File: src/rtl/serdes_csr_pkg.sv
// Shared definitions for the serial PHY control/status register file.
// Holds the word map, the register selector type and the decode function.
// Assumes a 9-bit word address and a 32-bit data path.
package serdes_csr_pkg;

    localparam int ADDR_W = 9;
    localparam int DATA_W = 32;

    // Word offsets that software depends on.
    localparam logic [ADDR_W-1:0] A_CHMASK = 9'h041;
    localparam logic [ADDR_W-1:0] A_RSTCMD = 9'h042;
    localparam logic [ADDR_W-1:0] A_RSTMAN = 9'h044;
    localparam logic [ADDR_W-1:0] A_LOOP   = 9'h061;
    localparam logic [ADDR_W-1:0] A_LTDREQ = 9'h064;
    localparam logic [ADDR_W-1:0] A_LTRREQ = 9'h065;
    localparam logic [ADDR_W-1:0] A_LTDST  = 9'h066;
    localparam logic [ADDR_W-1:0] A_LTRST  = 9'h067;
    localparam logic [ADDR_W-1:0] A_SYNC   = 9'h084;
    localparam logic [ADDR_W-1:0] A_ERR    = 9'h085;
    localparam logic [ADDR_W-1:0] A_SIM    = 9'h08a;

    // Bit positions inside the manual reset word and the error word.
    localparam int MAN_LSB      = 1;
    localparam int MAN_W        = 3;
    localparam int ERR_CODE_LSB = 8;

    typedef enum logic [3:0] {
        SEL_NONE,
        SEL_CHMASK,
        SEL_RSTCMD,
        SEL_RSTMAN,
        SEL_LOOP,
        SEL_LTDREQ,
        SEL_LTRREQ,
        SEL_LTDST,
        SEL_LTRST,
        SEL_SYNC,
        SEL_ERR,
        SEL_SIM
    } reg_sel_e;

    // Map a word address to the register it selects.
    function automatic reg_sel_e decode_addr(input logic [ADDR_W-1:0] a);
        case (a)
            A_CHMASK: decode_addr = SEL_CHMASK;
            A_RSTCMD: decode_addr = SEL_RSTCMD;
            A_RSTMAN: decode_addr = SEL_RSTMAN;
            A_LOOP:   decode_addr = SEL_LOOP;
            A_LTDREQ: decode_addr = SEL_LTDREQ;
            A_LTRREQ: decode_addr = SEL_LTRREQ;
            A_LTDST:  decode_addr = SEL_LTDST;
            A_LTRST:  decode_addr = SEL_LTRST;
            A_SYNC:   decode_addr = SEL_SYNC;
            A_ERR:    decode_addr = SEL_ERR;
            A_SIM:    decode_addr = SEL_SIM;
            default:  decode_addr = SEL_NONE;
        endcase
    endfunction

endpackage

File: src/rtl/serdes_csr_port.sv
// Slave port front end: decodes the address and shapes the handshake.
// A read stalls the master for exactly one cycle so that read data can be
// registered. A write completes in the cycle it is presented.
// Assumes the master holds its controls steady while bus_wait is high.
module serdes_csr_port
    import serdes_csr_pkg::*;
(
    input  logic              clk,
    input  logic              rst_n,
    input  logic [ADDR_W-1:0] bus_addr,
    input  logic              bus_wr,
    input  logic              bus_rd,
    output reg_sel_e          sel,
    output logic              wr_stb,
    output logic              rd_cap,
    output logic              bus_wait
);

    logic rd_pend;

    // Marks the second cycle of a read, in which the data is already registered.
    always_ff @(posedge clk) begin
        if (!rst_n) rd_pend <= 1'b0;
        else        rd_pend <= bus_rd && !rd_pend;
    end

    assign rd_cap   = bus_rd && !rd_pend;
    assign bus_wait = rd_cap;
    assign wr_stb   = bus_wr;
    assign sel      = decode_addr(bus_addr);

endmodule

File: src/rtl/serdes_csr_sticky.sv
// Bank of sticky event capture bits with clear-on-read.
// An event raised in the clearing cycle wins over the clear, so no event is lost.
// Assumes event inputs are synchronous to clk.
module serdes_csr_sticky #(
    parameter int WIDTH = 4
) (
    input  logic             clk,
    input  logic             rst_n,
    input  logic [WIDTH-1:0] evt,
    input  logic             clr,
    output logic [WIDTH-1:0] q
);

    // Accumulate events. The clear applies to old content only.
    always_ff @(posedge clk) begin
        if (!rst_n) q <= '0;
        else        q <= (q & ~{WIDTH{clr}}) | evt;
    end

endmodule

File: src/rtl/serdes_csr_rstctl.sv
// Per-channel reset request logic.
// Command writes fire one-cycle requests. The manual word keeps three held
// levels. The channel enable mask gates every output.
// Pulses use the mask as it was at the command write. Held levels follow the
// live mask.
module serdes_csr_rstctl #(
    parameter int NUM_CH = 4
) (
    input  logic              clk,
    input  logic              rst_n,
    input  logic [NUM_CH-1:0] mask,
    input  logic              cmd_wr,
    input  logic [1:0]        cmd_data,
    input  logic              man_wr,
    input  logic [2:0]        man_data,
    output logic [2:0]        man_q,
    output logic [NUM_CH-1:0] tx_pulse,
    output logic [NUM_CH-1:0] rx_pulse,
    output logic [NUM_CH-1:0] tx_hold,
    output logic [NUM_CH-1:0] rxa_hold,
    output logic [NUM_CH-1:0] rxd_hold
);

    // One-cycle masked requests, cleared on every cycle without a command.
    always_ff @(posedge clk) begin
        if (!rst_n) begin
            tx_pulse <= '0;
            rx_pulse <= '0;
        end else if (cmd_wr) begin
            tx_pulse <= mask & {NUM_CH{cmd_data[0]}};
            rx_pulse <= mask & {NUM_CH{cmd_data[1]}};
        end else begin
            tx_pulse <= '0;
            rx_pulse <= '0;
        end
    end

    // Held levels: {rx digital, rx analog, tx digital}.
    always_ff @(posedge clk) begin
        if (!rst_n)      man_q <= '0;
        else if (man_wr) man_q <= man_data;
    end

    for (genvar c = 0; c < NUM_CH; c++) begin : g_ch
        // Gate each held level by this channel's enable bit.
        assign tx_hold[c]  = man_q[0] & mask[c];
        assign rxa_hold[c] = man_q[1] & mask[c];
        assign rxd_hold[c] = man_q[2] & mask[c];
    end

endmodule

File: src/rtl/serdes_csr.sv
// Control/status register file for a multi-lane serial PHY.
// - Holds the channel mask, the loopback enables, the lock-mode requests and
//   the simulation flag.
// - Routes the reset controls through serdes_csr_rstctl and keeps sticky
//   event capture in serdes_csr_sticky.
// - Returns registered read data one cycle after the read is presented.
// Assumes all status inputs are synchronous to clk, and NUM_CH <= 4 so that
// the two-per-lane error fields fit in eight bits.
module serdes_csr
    import serdes_csr_pkg::*;
#(
    parameter int NUM_CH = 4
) (
    input  logic              clk,
    input  logic              rst_n,
    input  logic [ADDR_W-1:0] bus_addr,
    input  logic [DATA_W-1:0] bus_wdata,
    input  logic              bus_wr,
    input  logic              bus_rd,
    output logic [DATA_W-1:0] bus_rdata,
    output logic              bus_wait,
    input  logic              seq_tx_ready,
    input  logic              seq_rx_ready,
    input  logic [NUM_CH-1:0] cdr_on_data,
    input  logic [NUM_CH-1:0] cdr_on_ref,
    input  logic [NUM_CH-1:0] lane_sync_evt,
    input  logic [2*NUM_CH-1:0] lane_code_evt,
    input  logic [2*NUM_CH-1:0] lane_disp_evt,
    output logic [NUM_CH-1:0] tx_rst_pulse,
    output logic [NUM_CH-1:0] rx_rst_pulse,
    output logic [NUM_CH-1:0] tx_rst_hold,
    output logic [NUM_CH-1:0] rx_ana_rst_hold,
    output logic [NUM_CH-1:0] rx_rst_hold,
    output logic [NUM_CH-1:0] loopback_en,
    output logic [NUM_CH-1:0] cdr_ltd_req,
    output logic [NUM_CH-1:0] cdr_ltr_req,
    output logic              fast_sim
);

    localparam int ERR_W = 2 * NUM_CH;

    reg_sel_e          sel;
    logic              wr_stb;
    logic              rd_cap;
    logic [NUM_CH-1:0] mask_q;
    logic [NUM_CH-1:0] loop_q;
    logic [NUM_CH-1:0] ltd_q;
    logic [NUM_CH-1:0] ltr_q;
    logic              sim_q;
    logic [2:0]        man_q;
    logic [NUM_CH-1:0] sync_q;
    logic [ERR_W-1:0]  code_q;
    logic [ERR_W-1:0]  disp_q;
    logic [DATA_W-1:0] rd_val;
    logic              wdata_unused;

    assign wdata_unused = &{1'b0, bus_wdata};

    serdes_csr_port u_port (
        .clk      (clk),
        .rst_n    (rst_n),
        .bus_addr (bus_addr),
        .bus_wr   (bus_wr),
        .bus_rd   (bus_rd),
        .sel      (sel),
        .wr_stb   (wr_stb),
        .rd_cap   (rd_cap),
        .bus_wait (bus_wait)
    );

    // Channel mask: all channels enabled out of reset.
    always_ff @(posedge clk) begin
        if (!rst_n)                          mask_q <= '1;
        else if (wr_stb && sel == SEL_CHMASK) mask_q <= bus_wdata[NUM_CH-1:0];
    end

    // Loopback and lock-mode request registers.
    always_ff @(posedge clk) begin
        if (!rst_n) begin
            loop_q <= '0;
            ltd_q  <= '0;
            ltr_q  <= '0;
        end else if (wr_stb) begin
            if (sel == SEL_LOOP)   loop_q <= bus_wdata[NUM_CH-1:0];
            if (sel == SEL_LTDREQ) ltd_q  <= bus_wdata[NUM_CH-1:0];
            if (sel == SEL_LTRREQ) ltr_q  <= bus_wdata[NUM_CH-1:0];
        end
    end

    // Simulation shortcut flag.
    always_ff @(posedge clk) begin
        if (!rst_n)                        sim_q <= 1'b0;
        else if (wr_stb && sel == SEL_SIM) sim_q <= bus_wdata[0];
    end

    serdes_csr_rstctl #(.NUM_CH(NUM_CH)) u_rst (
        .clk      (clk),
        .rst_n    (rst_n),
        .mask     (mask_q),
        .cmd_wr   (wr_stb && sel == SEL_RSTCMD),
        .cmd_data (bus_wdata[1:0]),
        .man_wr   (wr_stb && sel == SEL_RSTMAN),
        .man_data (bus_wdata[MAN_LSB +: MAN_W]),
        .man_q    (man_q),
        .tx_pulse (tx_rst_pulse),
        .rx_pulse (rx_rst_pulse),
        .tx_hold  (tx_rst_hold),
        .rxa_hold (rx_ana_rst_hold),
        .rxd_hold (rx_rst_hold)
    );

    serdes_csr_sticky #(.WIDTH(NUM_CH)) u_sync (
        .clk   (clk),
        .rst_n (rst_n),
        .evt   (lane_sync_evt),
        .clr   (rd_cap && sel == SEL_SYNC),
        .q     (sync_q)
    );

    // A disparity error also counts as a code error.
    serdes_csr_sticky #(.WIDTH(ERR_W)) u_code (
        .clk   (clk),
        .rst_n (rst_n),
        .evt   (lane_code_evt | lane_disp_evt),
        .clr   (rd_cap && sel == SEL_ERR),
        .q     (code_q)
    );

    serdes_csr_sticky #(.WIDTH(ERR_W)) u_disp (
        .clk   (clk),
        .rst_n (rst_n),
        .evt   (lane_disp_evt),
        .clr   (rd_cap && sel == SEL_ERR),
        .q     (disp_q)
    );

    // Read multiplexer: unmapped words read as zero.
    always_comb begin
        rd_val = '0;
        case (sel)
            SEL_CHMASK: rd_val[NUM_CH-1:0] = mask_q;
            SEL_RSTCMD: begin
                rd_val[0] = seq_tx_ready;
                rd_val[1] = seq_rx_ready;
            end
            SEL_RSTMAN: rd_val[MAN_LSB +: MAN_W] = man_q;
            SEL_LOOP:   rd_val[NUM_CH-1:0] = loop_q;
            SEL_LTDREQ: rd_val[NUM_CH-1:0] = ltd_q;
            SEL_LTRREQ: rd_val[NUM_CH-1:0] = ltr_q;
            SEL_LTDST:  rd_val[NUM_CH-1:0] = cdr_on_data;
            SEL_LTRST:  rd_val[NUM_CH-1:0] = cdr_on_ref;
            SEL_SYNC:   rd_val[NUM_CH-1:0] = sync_q;
            SEL_ERR: begin
                rd_val[ERR_CODE_LSB +: ERR_W] = code_q;
                rd_val[ERR_W-1:0]             = disp_q;
            end
            SEL_SIM:    rd_val[0] = sim_q;
            default:    rd_val = '0;
        endcase
    end

    // Registered read data, loaded in the stalled first cycle of a read.
    always_ff @(posedge clk) begin
        if (!rst_n)      bus_rdata <= '0;
        else if (rd_cap) bus_rdata <= rd_val;
    end

    assign loopback_en = loop_q;
    assign cdr_ltd_req = ltd_q;
    assign cdr_ltr_req = ltr_q;
    assign fast_sim    = sim_q;

endmodule

File: config.mk
export PLATFORM = sky130hd
export DESIGN_NAME = serdes_csr
export DESIGN_NICKNAME = d
export VERILOG_FILES = /design/src/rtl/serdes_csr_pkg.sv /design/src/rtl/serdes_csr_port.sv /design/src/rtl/serdes_csr_sticky.sv /design/src/rtl/serdes_csr_rstctl.sv /design/src/rtl/serdes_csr.sv
export SDC_FILE = /design/constraint.sdc
export NUM_CORES = 1
export LEC_CHECK = 0
export BUFFER_PORTS_ARGS = -buffer_cell sky130_fd_sc_hd__buf_2
export CAP_MARGIN = 10
export CORE_MARGIN = 5
export CORE_UTILIZATION = 45
export DETAILED_ROUTE_END_ITERATION = 10
export GPL_TIMING_DRIVEN = 0
export MAX_ROUTING_LAYER = met4
export PLACE_DENSITY = 0.84
export REMOVE_ABC_BUFFERS = 1
export SYNTH_ARGS = -nofsm -noshare
export SYNTH_HDL_FRONTEND = slang
export SYNTH_HIERARCHICAL = 1
export SYNTH_SLANG_ARGS = --single-unit
File: constraint.sdc
create_clock -name clk -period 2.84 [get_ports clk]
set_input_delay 0.568 -clock clk [delete_from_list [all_inputs] [get_ports clk]]
set_output_delay 0.568 -clock clk [all_outputs]
set_load 0.01 [all_outputs]
After elaboration in Yosys (flattened, before gate mapping)
Index checks and enable logic that the tools add are counted.
{"block": "word_totals", "reg_bits": 65, "output_inout_bits": 66}
{"block": "op_classes", "eq_ne": 22, "mux": 5, "bitwise": 23, "reduce_logical": 12}
{"operator": "equality test 9 x 7 -> 1 bit, second input constant", "count": 8}
{"operator": "case mux 4 bit (11 select lines)", "count": 1}
{"operator": "equality test 9 x 8 -> 1 bit, second input constant", "count": 3}
{"operator": "OR 8 bit", "count": 3}
{"operator": "case mux 1 bit (10 select lines)", "count": 2}
{"operator": "case mux 2 bit (9 select lines)", "count": 1}
{"operator": "bitwise AND 8 bit", "count": 2}
{"operator": "equality test 4 x 3 -> 1 bit, second input constant", "count": 4}
{"operator": "equality test 4 bit, second input constant", "count": 4}
{"operator": "bitwise AND 1 bit", "count": 12}
{"operator": "bitwise AND 4 bit", "count": 3}
{"operator": "two-way mux 12 bit", "count": 1}
{"operator": "equality test 4 x 2 -> 1 bit, second input constant", "count": 2}
{"operator": "inverter 8 bit", "count": 1}
{"operator": "AND reduction 2 bit", "count": 4}
{"operator": "logical AND 1 bit", "count": 7}
{"operator": "equality test 4 x 1 -> 1 bit, second input constant", "count": 1}
{"operator": "inverter 4 bit", "count": 1}
{"operator": "OR 4 bit", "count": 1}
{"operator": "logical NOT 1 bit", "count": 1}

Depth between registers and ports, before layout
{"block": "logic_depth", "word_depth": 7, "ltp_mapped": 11, "depth_no_buf": 9}

By module
The synthesis kept the hierarchy.
{"mod": "serdes_csr", "n_inst": 1, "cells_each": 224, "area_per_inst_um2": 1945.6, "seq_area_each_um2": 660.6}
{"mod": "serdes_csr_sticky (u_code ...)", "n_inst": 2, "cells_each": 25, "area_per_inst_um2": 275.3, "seq_area_each_um2": 160.2}
{"mod": "serdes_csr_rstctl", "n_inst": 1, "cells_each": 39, "area_per_inst_um2": 416.6, "seq_area_each_um2": 220.2}
{"mod": "serdes_csr_port", "n_inst": 1, "cells_each": 31, "area_per_inst_um2": 266.5, "seq_area_each_um2": 20.0}
{"mod": "serdes_csr_sticky (u_sync)", "n_inst": 1, "cells_each": 12, "area_per_inst_um2": 135.1, "seq_area_each_um2": 80.1}

Least setup slack after synthesis
No wires, ideal clock.
{"block": "synth_path", "kind": "input-to-reg", "start": "input bus_addr[0]", "end": "register u_disp.q[0]", "arrival_time_ns": 2.192, "slack_ns": 0.533, "path_stages": 10, "path_cell_list": "buf_6 > nor4_1 > nand3_1 > o21ai_1 > ha_1 > inv_1 > nor3_2 > buf_2 > nor2b_1 > o21a_1"}
{"block": "synth_between", "elab_chain_cells": 7, "elab_cells_between_ends": 17, "classes_between": "12 x eq/ne; 1 x mux; 3 x bitwise; 1 x reduce/logical"}
{"item": "start, declared", "line_no": "serdes_csr.sv:16", "source": "input logic [ADDR_W-1:0] bus_addr,"}
{"item": "equality test 9 x 8 -> 1 bit / equality test 9 x 7 -> 1 bit (equally long branches)", "line_no": "serdes_csr_pkg.sv:44", "source": "case (a)"}
{"item": "case mux 4 bit (11 select lines) *", "line_no": "serdes_csr_pkg.sv:44"}
{"item": "via sel[3]", "line_no": "serdes_csr.sv:42", "source": "reg_sel_e sel;"}
{"item": "equality test 4 bit *", "line_no": "serdes_csr.sv:133", "source": ".clr (rd_cap && sel == SEL_ERR),"}
{"item": "logical AND 1 bit *", "line_no": "serdes_csr.sv:133"}
{"item": "inverter 8 bit *", "line_no": "serdes_csr_sticky.sv:17", "source": "else q <= (q & ~{WIDTH{clr}}) | evt;"}
{"item": "bitwise AND 8 bit *", "line_no": "serdes_csr_sticky.sv:17"}
{"item": "OR 8 bit *", "line_no": "serdes_csr_sticky.sv:17"}
{"item": "end signal, assigned", "line_no": "serdes_csr_sticky.sv:17"}
{"item": "end, declared", "line_no": "serdes_csr_sticky.sv:11", "source": "output logic [WIDTH-1:0] q"}
Mark *: on every way through the listed nets, which the timed path passes. The rest lies on a longest branch.
A chain may end at the register's enable or synchronous reset.

Worst setup path in the final report
{"block": "layout_path", "start": "input bus_addr[5]", "end": "register ltr_q[2], in the netlist cdr_ltr_req[2]"}
{"block": "layout_between", "elab_chain_cells": 4, "elab_cells_between_ends": 14, "classes_between": "12 x eq/ne; 1 x mux; 1 x reduce/logical"}
{"item": "equality test 9 x 8 -> 1 bit / equality test 9 x 7 -> 1 bit (equally long branches)", "line_no": "serdes_csr_pkg.sv:44"}
{"item": "case mux 4 bit (11 select lines) *", "line_no": "serdes_csr_pkg.sv:44"}
{"item": "via sel[0]", "line_no": "serdes_csr.sv:42"}
{"item": "equality test 4 x 3 -> 1 bit *", "line_no": "serdes_csr.sv:86", "source": "if (sel == SEL_LTRREQ) ltr_q <= bus_wdata[NUM_CH-1:0];"}
{"item": "AND reduction 2 bit (no source line) *"}
{"item": "end signal, assigned", "line_no": "serdes_csr.sv:86"}
{"item": "end, declared", "line_no": "serdes_csr.sv:48", "source": "logic [NUM_CH-1:0] ltr_q;"}
Marks and branches as above.

==> impl_metrics.env <==
export IMPL_finalSetupViolCount=0
export IMPL_rsz0062_at_grt="false"
export IMPL_max_freq_mhz=376.9
export IMPL_final_nets=521
export IMPL_min_from="lane_sync_evt[0]"
export IMPL_wl_per_cell_um=15.18
export IMPL_cts_buffers=9
export IMPL_initial_utilization=0.4594
export IMPL_layout_drive_gt1_share=0.3125
export IMPL_drcViolationCount=0
export IMPL_critical_path_class="in -> reg"
export IMPL_numPortBuffers=96
export IMPL_peakVddDrop_v=0.0001933
export IMPL_fin_setup_tns_ns=0
export IMPL_start_kind="primary input"
export IMPL_grt_pass1_wl_um=12830
export IMPL_status="complete, no violations"
export IMPL_slew_viol_final=0
export IMPL_avgSynthCellArea_um2=9.310
export IMPL_r2r_slack_ns=0.67
export IMPL_synth_area_leaders="dfxtp_1, nor2b_1, mux2i_1, o21a_1, buf_4"
export IMPL_gp_congestion=0.8293
export IMPL_finalInstanceArea_um2=3994
export IMPL_synth_edf_count=0
export IMPL_r2r_start="u_port/rd_pend"
export IMPL_die_area_um2=9181
export IMPL_hold_viol=0
export IMPL_cts_max_level=3
export IMPL_rows=31
export IMPL_timing_final_crit_period_ns=2.653
export IMPL_seqPwrFrac=0.481
export IMPL_p_int_mw=1.523
export IMPL_dpl_instance_area_um2=3762
export IMPL_post_dp_hpwl_um=6011
export IMPL_die_w_um=95.82
export IMPL_relSlewSlack=0.3222
export IMPL_min_path_type="in -> reg"
export IMPL_antenna_left=0
export IMPL_via_count=2757
export IMPL_synth_top_area_cell="dfxtp_1"
export IMPL_drt_wl_total_um=8302
export IMPL_clockRootBuffer="clkbuf_8"
export IMPL_startpoint="bus_addr[5]"
export IMPL_grt_usage=0.1847
export IMPL_diodes=0
export IMPL_required_ns=3.07
export IMPL_drtIter0Drc=169
export IMPL_fin_skew_ns=0.007400
export IMPL_die_y_um=95.82
export IMPL_via_per_inst=5.040
export IMPL_synth_ff_type="dfxtp_1"
export IMPL_core_area_um2=7214
export IMPL_p_leak_nw=1.818
export IMPL_nFillCells=657
export IMPL_grt_pass1_vias=2614
export IMPL_cp_data_arrival_time_ns=2.88
export IMPL_drtPass1Iterations=4
export IMPL_synth_top_cell_area_share=0.3926
export IMPL_antenna_found_initial=0
export IMPL_synth_cells=356
export IMPL_clockPowerShare=0.440
export IMPL_p_comb_frac=0.079
export IMPL_cp_end_kind="flop"
export IMPL_pin_count=141
export IMPL_maxCapViolCount=0
export IMPL_ys_seq_elements=65
export IMPL_worstMarginPinSlew_ns=1.014
export IMPL_synth_area_um2=3314
export IMPL_grt_max_degree=60
export IMPL_grt_overflow_total=0
export IMPL_yosysWarnings=6
export IMPL_areaGrowthSynthToFinish_pct=20.50
export IMPL_path_clk_slew_ns=0.07
export IMPL_ys_async_sr_fraction=0
export IMPL_post_route_period_util=0.9342
export IMPL_clock_latency_ns=0.33
export IMPL_switchingPower_mw=0.4417
export IMPL_power_density_nw_per_um2=492.0
export IMPL_seq_area_frac_synth=0.3926
export IMPL_cts_sinks=65
export IMPL_cp_max_fo=22
export IMPL_cts_tree="yes"
export IMPL_synthDistinctLibCells=54
export IMPL_swShare=0.2248
export IMPL_ctsLongestPathBuffers=2
[cells by family (layout without fill, tap and decap cells)]
family                   count (synthesis)  after routing  synth area share
other                                    1             16          0.001131
AO/OA/AOI/OAI                           72             72            0.1540
flip-flops                              65             65            0.3926
XOR/XNOR                                 2              2          0.005286
buffers and inverters                   41            118           0.08003
multiplexers                            26             26           0.07965
AND/OR/NAND/NOR                        146            146            0.2760
adder cells (fa/ha/maj)                  3              3           0.01133
[power by group through the flow]
| stage | Clock, mW | Sequential (mW) | Combinational [mW] |
|---|---|---|---|
| floorplan | 0 | 0.963 | 0.0795 |
| global placement | 0 | 0.964 | 0.147 |
| detailed placement | 0 | 0.966 | 0.154 |
| CTS | 0.876 | 0.945 | 0.155 |
| global route | 0.922 | 0.947 | 0.171 |
| finish | 0.864 | 0.945 | 0.156 |
[cell usage after synthesis, drive strengths merged, types with 3 or more instances]
library cell,n
dfxtp,65
nand3,7
inv,5
a221oi,4
nor3b,3
mux2,3
nor2,5
nand4,4
and2,21
buf,29
and3,5
o21ai,11
mux2i,23
o21a,20
nor2b,67
clkbuf,7
nand2,15
a22oi,3
ha,3
nor3,3
or2,8
a31oi,3
a21oi,16
[registers in the layout, indices dropped and copies added, names as in the netlist]
register,cells
bus_rdata,16
cdr_ltd_req,4
cdr_ltr_req,4
fast_sim,1
loopback_en,4
mask_q,4
u_code/q,8
u_disp/q,8
u_port/rd_pend,1
u_rst/man_q,3
u_rst/rx_pulse,4
u_rst/tx_pulse,4
u_sync/q,4
[metrics by stage]
stage	hold slack [ns]	total power, mW	instances	util	worst slack (ns)
global route	0.4289	2.040	547	0.5536	0.009931
floorplan	0.4689	1.043	335	-	-0.1756
CTS	0.4365	1.975	547	0.5520	0.005063
detailed placement	0.4906	1.120	531	0.5215	-0.3366
finish	0.4424	1.965	547	0.5536	0.1869
global placement	0.4780	1.112	530	0.5168	-1.041
[placed cells by master (no fill, tap or decap), drive strengths merged, types with 3 or more instances in the layout]
cell type   n
nor2        5
or2         8
a221oi      4
clkbuf     11
nor2b      67
a21oi      16
o21ai      11
buf        97
and2       21
clkinv      3
and3        5
a31oi       3
o21a       20
mux2        3
conb       16
dfxtp      65
inv         5
ha          3
nand2      15
nor3        3
nand4       4
mux2i      23
a22oi       3
nand3       7
nor3b       3
[worst max-delay path, stage by stage]
cell      delay, ns
buf_2          0.14
nor4b_4        0.33
nor2_1         0.11
o311ai_4       0.88
inv_1          0.25
nand4_1        0.31
mux2i_1        0.24
nor2b_1        0.06
[worst paths after layout]
| check | to | cells after the start |
|---|---|---|
| worst max register to register | u_code/q[2] | 6 |
| worst min register to register | bus_rdata[11] | 2 |
| worst max-delay path | cdr_ltr_req[2] | 8 |
| worst min-delay path | u_sync/q[0] | 2 |
[what timing repair did]
| item | 4_1_cts | 5_1_grt |
|---|---|---|
| setup endpoints to repair | 0 | 42 |
| buffers inserted | 0 | 0 |
| hold buffers | 0 | 0 |
| gates resized for setup | 0 | 2 |
[metal layers]
metal / track usage / vias to the layer above / wire length, um
met3: 0.05160 / 11 / 540
met4: 0.06161 / 0 / 120
li1: - / 1371 / -
met1: 0.2257 / 1291 / 3655
met2: 0.2942 / 84 / 3985
met5: - / - / 0
[area by class of cell]
cell class | count | area, um^2 | share of cell area
clock inverters | 5 | 78.83 | 0.01974
multi-input cells | 265 | 1834 | 0.4593
inverters | 5 | 18.77 | 0.004699
clock buffers | 11 | 141.4 | 0.03540
well taps | 99 | 123.9 | 0.03102
repair buffers | 97 | 495.5 | 0.1241
flip-flops and latches | 65 | 1301 | 0.3258
Power figures use the tool's default switching activity.
